--- config.mk ---
export PLATFORM = sky130hd
export DESIGN_NAME = uart_irq_ident
export DESIGN_NICKNAME = d
export VERILOG_FILES = /design/src/rtl/uart_irq_pkg.sv /design/src/rtl/irq_cfg_regs.sv /design/src/rtl/irq_rx_level.sv /design/src/rtl/irq_thre_track.sv /design/src/rtl/irq_prio_enc.sv /design/src/rtl/uart_irq_ident.sv
export SDC_FILE = /design/constraint.sdc
export NUM_CORES = 1
export LEC_CHECK = 0
export BUFFER_PORTS_ARGS = -buffer_cell sky130_fd_sc_hd__buf_2
export CORE_AREA = 2 2 44 46
export DETAILED_ROUTE_END_ITERATION = 8
export DIE_AREA = 0 0 46 48
export PLACE_DENSITY_LB_ADDON = 0.05
export SETUP_SLACK_MARGIN = 0.15
export SYNTH_ARGS = -nofsm -noshare
export SYNTH_HDL_FRONTEND = slang
export SYNTH_SLANG_ARGS = --single-unit
--- constraint.sdc ---
create_clock -name clk -period 1.8 [get_ports clk]
set_input_delay 0.36 -clock clk [delete_from_list [all_inputs] [get_ports clk]]
set_output_delay 0.36 -clock clk [all_outputs]
set_load 0.02 [all_outputs]
--- src/rtl/uart_irq_pkg.sv ---
`timescale 1ns/1ps
package uart_irq_pkg;

  typedef enum logic [2:0] {
    ID_MSR  = 3'b000,
    ID_THRE = 3'b001,
    ID_RDA  = 3'b010,
    ID_LSR  = 3'b011,
    ID_CTO  = 3'b110
  } irq_code_e;

  localparam int unsigned EN_W = 4;

  // Receive trigger threshold selected by the two-bit field.
  function automatic int unsigned trig_level(input logic [1:0] sel);
    case (sel)
      2'b00:   return 1;
      2'b01:   return 4;
      2'b10:   return 8;
      default: return 14;
    endcase
  endfunction

  function automatic logic level_met(input int unsigned cnt, input logic [1:0] sel);
    return cnt >= trig_level(sel);
  endfunction

endpackage

--- src/rtl/irq_cfg_regs.sv ---
`timescale 1ns/1ps
module irq_cfg_regs
  import uart_irq_pkg::*;
#(
  parameter bit HAS_FIFO = 1'b1
) (
  input  logic            clk,
  input  logic            rst_n,
  input  logic            ier_wr,
  input  logic [EN_W-1:0] ier_wdata,
  input  logic            fcr_wr,
  input  logic            fcr_fifo,
  input  logic [1:0]      fcr_trig,
  output logic [EN_W-1:0] en,
  output logic            fifo_en,
  output logic [1:0]      trig
);

  always_ff @(posedge clk or negedge rst_n) begin
    if (!rst_n)      en <= '0;
    else if (ier_wr) en <= ier_wdata;
  end

  generate
    if (HAS_FIFO) begin : g_fifo
      logic       fifo_q;
      logic [1:0] trig_q;
      always_ff @(posedge clk or negedge rst_n) begin
        if (!rst_n) begin
          fifo_q <= 1'b0;
          trig_q <= 2'b00;
        end else if (fcr_wr) begin
          fifo_q <= fcr_fifo;
          trig_q <= fcr_trig;
        end
      end
      assign fifo_en = fifo_q;
      assign trig    = trig_q;
    end else begin : g_nofifo
      assign fifo_en = 1'b0;
      assign trig    = 2'b00;
    end
  endgenerate

  // a written enable value is held for the following cycle
  p_ier_write_r2: assert property (@(posedge clk) disable iff (!rst_n)
    ier_wr |=> (en == $past(ier_wdata)));

endmodule

--- src/rtl/irq_rx_level.sv ---
`timescale 1ns/1ps
module irq_rx_level
  import uart_irq_pkg::*;
#(
  parameter int unsigned CNT_W = 5
) (
  input  logic             clk,
  input  logic             rst_n,
  input  logic             fifo_en,
  input  logic [1:0]       trig,
  input  logic [CNT_W-1:0] rx_count,
  input  logic             data_ready,
  output logic             rda_cond
);

  logic count_hit;
  assign count_hit = level_met(32'(rx_count), trig);
  assign rda_cond  = fifo_en ? count_hit : data_ready;

  // a count of fourteen or more meets every threshold in FIFO mode
  p_full_meets_r7: assert property (@(posedge clk) disable iff (!rst_n)
    (fifo_en && (32'(rx_count) >= 14)) |-> rda_cond);

  // without FIFO mode an empty data-ready flag never yields received data
  p_nofifo_dr_r8: assert property (@(posedge clk) disable iff (!rst_n)
    (!fifo_en && !data_ready) |-> !rda_cond);

endmodule

--- src/rtl/irq_thre_track.sv ---
`timescale 1ns/1ps
module irq_thre_track (
  input  logic clk,
  input  logic rst_n,
  input  logic thr_empty,
  input  logic iid_rd,
  input  logic thre_shown,
  output logic thre_src
);

  logic ack_q;

  // Acknowledge sticks until the holding register is refilled.
  always_ff @(posedge clk or negedge rst_n) begin
    if (!rst_n)                   ack_q <= 1'b0;
    else if (!thr_empty)          ack_q <= 1'b0;
    else if (iid_rd && thre_shown) ack_q <= 1'b1;
  end

  assign thre_src = thr_empty && !ack_q;

  // reading the byte while transmit-empty is shown drops that source
  p_read_clears_r10: assert property (@(posedge clk) disable iff (!rst_n)
    (iid_rd && thre_shown && thr_empty) |=> !thre_src);

  // a refill re-arms the source once the register is empty again
  p_refill_rearms_r10: assert property (@(posedge clk) disable iff (!rst_n)
    !thr_empty |=> (thr_empty == thre_src));

endmodule

--- src/rtl/irq_prio_enc.sv ---
`timescale 1ns/1ps
module irq_prio_enc
  import uart_irq_pkg::*;
(
  input  logic            clk,
  input  logic            rst_n,
  input  logic [EN_W-1:0] en,
  input  logic            lsr_err,
  input  logic            rda_cond,
  input  logic            char_to,
  input  logic            thre_src,
  input  logic            msr_delta,
  output logic [2:0]      code_q,
  output logic            pend_n_q,
  output logic            irq_q
);

  logic req_lsr, req_rda, req_cto, req_thre, req_msr, any_req;
  irq_code_e code_d;

  assign req_lsr  = en[2] && lsr_err;
  assign req_rda  = en[0] && rda_cond;
  assign req_cto  = en[0] && char_to;
  assign req_thre = en[1] && thre_src;
  assign req_msr  = en[3] && msr_delta;
  assign any_req  = req_lsr || req_rda || req_cto || req_thre || req_msr;

  always_comb begin
    if      (req_lsr)  code_d = ID_LSR;
    else if (req_rda)  code_d = ID_RDA;
    else if (req_cto)  code_d = ID_CTO;
    else if (req_thre) code_d = ID_THRE;
    else               code_d = ID_MSR;
  end

  always_ff @(posedge clk or negedge rst_n) begin
    if (!rst_n) begin
      code_q   <= 3'b000;
      pend_n_q <= 1'b1;
      irq_q    <= 1'b0;
    end else begin
      code_q   <= code_d;
      pend_n_q <= !any_req;
      irq_q    <= any_req;
    end
  end

  // an enabled line-status error always wins
  p_lsr_first_r4: assert property (@(posedge clk) disable iff (!rst_n)
    req_lsr |=> (code_q == ID_LSR));

  // received data outranks the timeout at the shared level
  p_rda_over_cto_r5: assert property (@(posedge clk) disable iff (!rst_n)
    (req_rda && !req_lsr) |=> (code_q == ID_RDA));

  // the interrupt line follows requests one edge later
  p_irq_follows_r12: assert property (@(posedge clk) disable iff (!rst_n)
    any_req |=> irq_q);

  // nothing enabled and pending keeps the line low
  p_irq_quiet_r11: assert property (@(posedge clk) disable iff (!rst_n)
    !any_req |=> !irq_q);

endmodule

--- src/rtl/uart_irq_ident.sv ---
`timescale 1ns/1ps
module uart_irq_ident
  import uart_irq_pkg::*;
#(
  parameter int unsigned CNT_W    = 5,
  parameter bit          HAS_FIFO = 1'b1
) (
  input  logic             clk,
  input  logic             rst_n,
  input  logic             ier_wr,
  input  logic [3:0]       ier_wdata,
  output logic [7:0]       ier_rdata,
  input  logic             fcr_wr,
  input  logic             fcr_fifo,
  input  logic [1:0]       fcr_trig,
  input  logic             iid_rd,
  output logic [7:0]       iid_rdata,
  input  logic             lsr_err,
  input  logic [CNT_W-1:0] rx_count,
  input  logic             data_ready,
  input  logic             char_to,
  input  logic             thr_empty,
  input  logic             msr_delta,
  output logic             irq
);

  logic [EN_W-1:0] en;
  logic            fifo_en;
  logic [1:0]      trig;
  logic            rda_cond;
  logic            thre_src;
  logic            thre_shown;
  logic [2:0]      code_q;
  logic            pend_n_q;

  irq_cfg_regs #(.HAS_FIFO(HAS_FIFO)) u_cfg (
    .clk(clk), .rst_n(rst_n),
    .ier_wr(ier_wr), .ier_wdata(ier_wdata),
    .fcr_wr(fcr_wr), .fcr_fifo(fcr_fifo), .fcr_trig(fcr_trig),
    .en(en), .fifo_en(fifo_en), .trig(trig)
  );

  irq_rx_level #(.CNT_W(CNT_W)) u_lvl (
    .clk(clk), .rst_n(rst_n),
    .fifo_en(fifo_en), .trig(trig), .rx_count(rx_count),
    .data_ready(data_ready), .rda_cond(rda_cond)
  );

  assign thre_shown = (code_q == ID_THRE) && !pend_n_q;

  irq_thre_track u_thre (
    .clk(clk), .rst_n(rst_n),
    .thr_empty(thr_empty), .iid_rd(iid_rd),
    .thre_shown(thre_shown), .thre_src(thre_src)
  );

  irq_prio_enc u_enc (
    .clk(clk), .rst_n(rst_n), .en(en),
    .lsr_err(lsr_err), .rda_cond(rda_cond), .char_to(char_to),
    .thre_src(thre_src), .msr_delta(msr_delta),
    .code_q(code_q), .pend_n_q(pend_n_q), .irq_q(irq)
  );

  assign ier_rdata = {4'b0000, en};
  assign iid_rdata = {{2{fifo_en}}, 2'b00, code_q, pend_n_q};

  // the pending flag in the byte is the inverse of the line
  p_pend_flag_r3: assert property (@(posedge clk) disable iff (!rst_n)
    iid_rdata[0] == !irq);

  // the FIFO indication bits track the configured mode
  p_fifo_bits_r9: assert property (@(posedge clk) disable iff (!rst_n)
    $past(fcr_wr) |-> (iid_rdata[7:6] == {2{$past(fcr_fifo) && HAS_FIFO}}));

endmodule

# == Word-level counts from Yosys, hierarchy flattened ==
# Cells that the tools add are included.
# classes
n_lt_le_gt_ge,1
n_eq_ne,4
n_mux,8
n_reduce_logical,16
# ops
cell,count
4-bit one-hot mux with 3 select lines,1
3-bit 2-to-1 mux,3
1-bit logical AND,8
5-bit by 4-bit >= comparator with 1-bit output,1
1-bit logical OR,4
1-bit 2-to-1 mux,4
3-bit by 1-bit equality test with 1-bit output (second input constant),1
1-bit zero test,3
2-bit by 1-bit equality test with 1-bit output (second input constant),1
2-bit equality test (second input constant),1
2-bit zero test,1
2-bit by 1-bit != test with 1-bit output (second input constant),1
# word_totals
ff_bits,13
inputBits,22
out_inout_bits,17
elab_cells,36

# == Longest topological paths before layout ==
# depth
ltp_word,10
mapped_depth,6
ltp_nobuf,6

# == Hierarchy ==
# A second synthesis with hierarchy kept.
# unflattened
hier_cells,56
area_unflattened_um2,675.6
# modules_own_cells
module,instances,cells_each,area_each_um2,seq_area_each_um2
irq_cfg_regs,1,14,254.0,175.2
irq_prio_enc,1,13,186.4,126.4
irq_rx_level,1,14,103.8,0.0
uart_irq_ident,1,11,86.3,0.0
irq_thre_track,1,4,45.0,25.0

# == Least setup slack after synthesis ==
# Ideal clock, no wire load.
# synth_path
path_type,register to register
start,"register u_cfg.g_fifo.trig_q[1], in the netlist u_cfg.trig[1]"
end,register u_enc.code_q[1]
setup_ps,124
arrival_ps,1380
required_time_ps,1676
slack_ps,296
path_stages_with_launch,7
path_buffers,0
period_less_slack_ps,1504
cell_sequence,dfrtp_1 inv_1 ha_1 and2_4 o41ai_2 o21ai_2 or2_1
# synth_between
elab_chain_len,7
word_cells_on_any_way,9
cone_classes,1 x order compare; 2 x eq/ne; 4 x mux; 2 x reduce/logical
# synth_rtl
element,line_no,rtl
from (decl),irq_cfg_regs.sv:27,logic [1:0] trig_q;
from (signal assigned),irq_cfg_regs.sv:34,trig_q <= fcr_trig;
"2-bit equality test, or another cell as far along",uart_irq_pkg.sv:16,case (sel)
4-bit one-hot mux with 3 select lines (*),uart_irq_pkg.sv:16,
5-bit by 4-bit >= comparator with 1-bit output (*),uart_irq_pkg.sv:25,return cnt >= trig_level(sel);
1-bit 2-to-1 mux (*),irq_rx_level.sv:18,assign rda_cond = fifo_en ? count_hit : data_ready;
1-bit logical AND (*),irq_prio_enc.sv:22,assign req_rda = en[0] && rda_cond;
3-bit 2-to-1 mux (*),irq_prio_enc.sv:30,else if (req_rda) code_d = ID_RDA;
3-bit 2-to-1 mux (*),irq_prio_enc.sv:29,if (req_lsr) code_d = ID_LSR;
named net u_enc.code_d[1],irq_prio_enc.sv:19,irq_code_e code_d;
to (signal assigned),irq_prio_enc.sv:42,code_q <= code_d;
to (decl),irq_prio_enc.sv:13,"output logic [2:0] code_q,"
# Mark *: on every way through the listed nets, which the timed path passes. The rest lies on a longest branch.
# A chain may end at the register's enable or synchronous reset.

# == Worst setup path after layout ==
# Ends and elaborated chain as after synthesis.

==> metrics.md <==
| Metric | Value |
|---|---|
| # clock sinks | 13 |
| Vias post-DR | ~550 |
| GR Overflow Total | 0 |
| Antenna diode count | 0 |
| Critical path required time | just under 2 ns |
| Core area | about 1700 um2 |
| Wirelength, routed | about 1200 um |
| Final min period | between 1.5 and 2 ns |
| Reg2reg setup slack | 0.26 ns |
| Leak Pwr | between 0.4 and 0.5 nW |
| CTS Buf Count | 3 |
| Fin. Hold Viols | 0 |
| CP max FO | 5 |
| Antenna violations before repair | 0 |
| H-tree depth | 1 |
| Fin crit share | 0.854 |
| Post-route setup TNS | 0 ns |
| Clk root buf | clkbuf_4 |
| Critical Path AT | ~1.7 ns |
| Die H | around 48 um |
| Max-slew violations | 0 |
| Worst vdd ir | 0.513 mV |
| Wire per inst | 10.5 um |
| FMAX | about 0.65 GHz |
| Buffer count from post-CTS setup fixing | 0 |
| Utilization after layout | 0.524 |
| Worst skew pair latency | 0.27 ns |
| Die area | ~2200 um2 |
| Setup CP Type | reg -> reg |
| IO buf count | 32 |
| Syn_area_per_cell | 10.5 um2 |
| Share of cells above drive strength 1 | 0.465 |
| Initial DRC count | 0 |
| Post-Syn Area | between 600 and 700 um2 |
| RSZ-0062 raised after global routing | no |
| RePlAce Congestion | roughly 0.73 |
| Cells after synthesis | 66 |
| Placed wire-length estimate | 1020 um |
| Initial core utilization | 0.410 |
| DRT antenna net count | 0 |
| Crit start category | flip-flop |
| Row Count | 15 |
| Worst Skew | between 0.002 and 0.0025 ns |
| Max-cap violations | 0 |
| First-pass GRT wire length | approximately 1900 um |
| Yosys Warn Count | 0 |
| Status | completed |
| Die width | roughly 46 um |
| Vias in the first global route | roughly 470 |
| #FFs+latches synth | 13 |
| Worst Hold Class | in -> reg |
| Tot GR Track Use | 0.129 |
| Ports | 39 |
| Final setup violation count | 0 |
| Seq/Total Area, Yosys | 0.472 |
| Clock slew at reported path FFs | about 0.070 ns |
| Pwr dens | about 800 nW/um2 |
| Maximum clock path buffer count | 2 |
| Pin count of the biggest net entering global routing | 14 |
| DRC | 0 |
| Vias per Instance | about 4.7 |
| Synth-to-layout area growth | 27.8% |
| TritonCTS clock tree | built |
| Critical path capture point type | flip-flop |
| Fin nets | between 100 and 150 |
| Synth unique cells | 24 |
| First drt pass iteration count | 1 |
[critical path, stage by stage (launching register included)]
cell     delay [ns]
dfrtp_1        0.40
inv_2          0.09
ha_4           0.20
and2_4         0.16
o41ai_4        0.21
o21ai_2        0.13
or2_1          0.24
[cells in the final DEF, fill, tap and decap left out, drive strengths merged]
cell	n
o41ai	1
or2	2
dlygate4sd3	1
nor2	2
o21ai	5
nor4b	1
nor3b	1
nand3	2
ha	4
mux2	4
o21a	1
clkbuf	4
nand2	8
a21oi	2
conb	6
and3b	1
dfrtp	12
buf	32
nand2b	1
nor2b	1
dfstp	1
a31oi	1
and2	1
inv	5
[report_power, final]
group / internal (mW) / leakage (nW) / switching, mW
combinational: 0.0823 / 0.290 / 0.113
sequential: 0.325 / 0.154 / 0.0183
clock: 0.0858 / 0.0150 / 0.0873
total: 0.493 / 0.459 / 0.218
[path summary, 6_finish.rpt]
path	start	endpoint	cells past startpoint
min	fcr_trig[1]	u_cfg.trig[1]	3
max reg2reg	u_cfg.trig[1]	u_enc.code_q[1]	6
max	u_cfg.trig[1]	u_enc.code_q[1]	6
min reg2reg	u_thre.ack_q	u_thre.ack_q	2
min in group asynchronous	rst_n	u_cfg.trig[0]	2
max in group asynchronous	rst_n	u_enc.pend_n_q	2
[Yosys cell counts]
master | n | area share
nand3_1 | 2 | 0.014
nand2b_1 | 1 | 0.0090
nor2_1 | 2 | 0.011
inv_1 | 5 | 0.027
conb_1 | 1 | 0.0054
nor4b_1 | 1 | 0.013
mux2_2 | 4 | 0.065
nor2b_1 | 1 | 0.0090
o21ai_0 | 3 | 0.022
nor3b_2 | 1 | 0.018
dfstp_2 | 1 | 0.038
nand2_1 | 8 | 0.043
o41ai_2 | 1 | 0.024
a31oi_1 | 1 | 0.0090
buf_4 | 9 | 0.098
o21ai_2 | 1 | 0.013
and2_4 | 1 | 0.013
and3b_1 | 1 | 0.013
a21oi_1 | 2 | 0.014
o21ai_1 | 1 | 0.0072
or2_1 | 2 | 0.018
o21a_1 | 1 | 0.011
ha_1 | 4 | 0.072
dfrtp_1 | 12 | 0.43
[metrics by stage]
stage | cell area (um2) | setup slack, ns | total power [mW] | hold WS [ns] | std cells
2_1_floorplan | 711 | 0.296 | 0.482 | 0.0644 | 71
3_3_place_gp | 825 | 0.179 | 0.533 | 0.259 | 111
3_5_place_dp | 825 | 0.150 | 0.535 | 0.259 | 111
4_1_cts | 861 | 0.185 | 0.717 | 0.279 | 116
5_1_grt | 885 | 0.153 | 0.763 | 0.304 | 116
6_report | 885 | 0.263 | 0.711 | 0.290 | 116
[registers in the layout, indices dropped and copies added (netlist names)]
name	cells
u_cfg.en	4
u_cfg.fifo_en	1
u_cfg.trig	2
u_enc.code_q	3
u_enc.irq_q	1
u_enc.pend_n_q	1
u_thre.ack_q	1
[what timing repair did]
action                                  4_1_cts  5_1_grt
endpoints found under the setup margin        0        2
endpoints found under the hold margin        12        0
hold buffers                                  1        0
gates resized for setup                       0        3
[metal layers]
| metal | wire, um | GRT usage | up-vias |
|---|---|---|---|
| met2 | 545 | 0.194 | 27 |
| met5 | 0 | 0 | - |
| li1 | - | - | 276 |
| met3 | 106 | 0.0679 | 0 |
| met1 | 565 | 0.161 | 242 |
| met4 | 0 | 0.0343 | 0 |
[area by class of cell]
class	instances	area, um2
Inverter	5	18.8
Timing Repair Buffer	33	170
Multi-Input combinational cell	44	322
Fill cell	178	805
Clock buffer	4	26.3
Sequential cell	13	327
Tap cell	17	21.3
[logic make-up (layout without fill, tap and decap cells)]
group / after synthesis / after routing / share of synthesized area
simple gates: 20 / 20 / 0.161
other cells: 1 / 6 / 0.00542
flops: 13 / 13 / 0.472
buf+inv: 14 / 42 / 0.125
compound gates: 10 / 10 / 0.0995
fa+ha+maj: 4 / 4 / 0.0723
mux: 4 / 4 / 0.0651
Note: power is estimated with default switching activity, not from simulation.
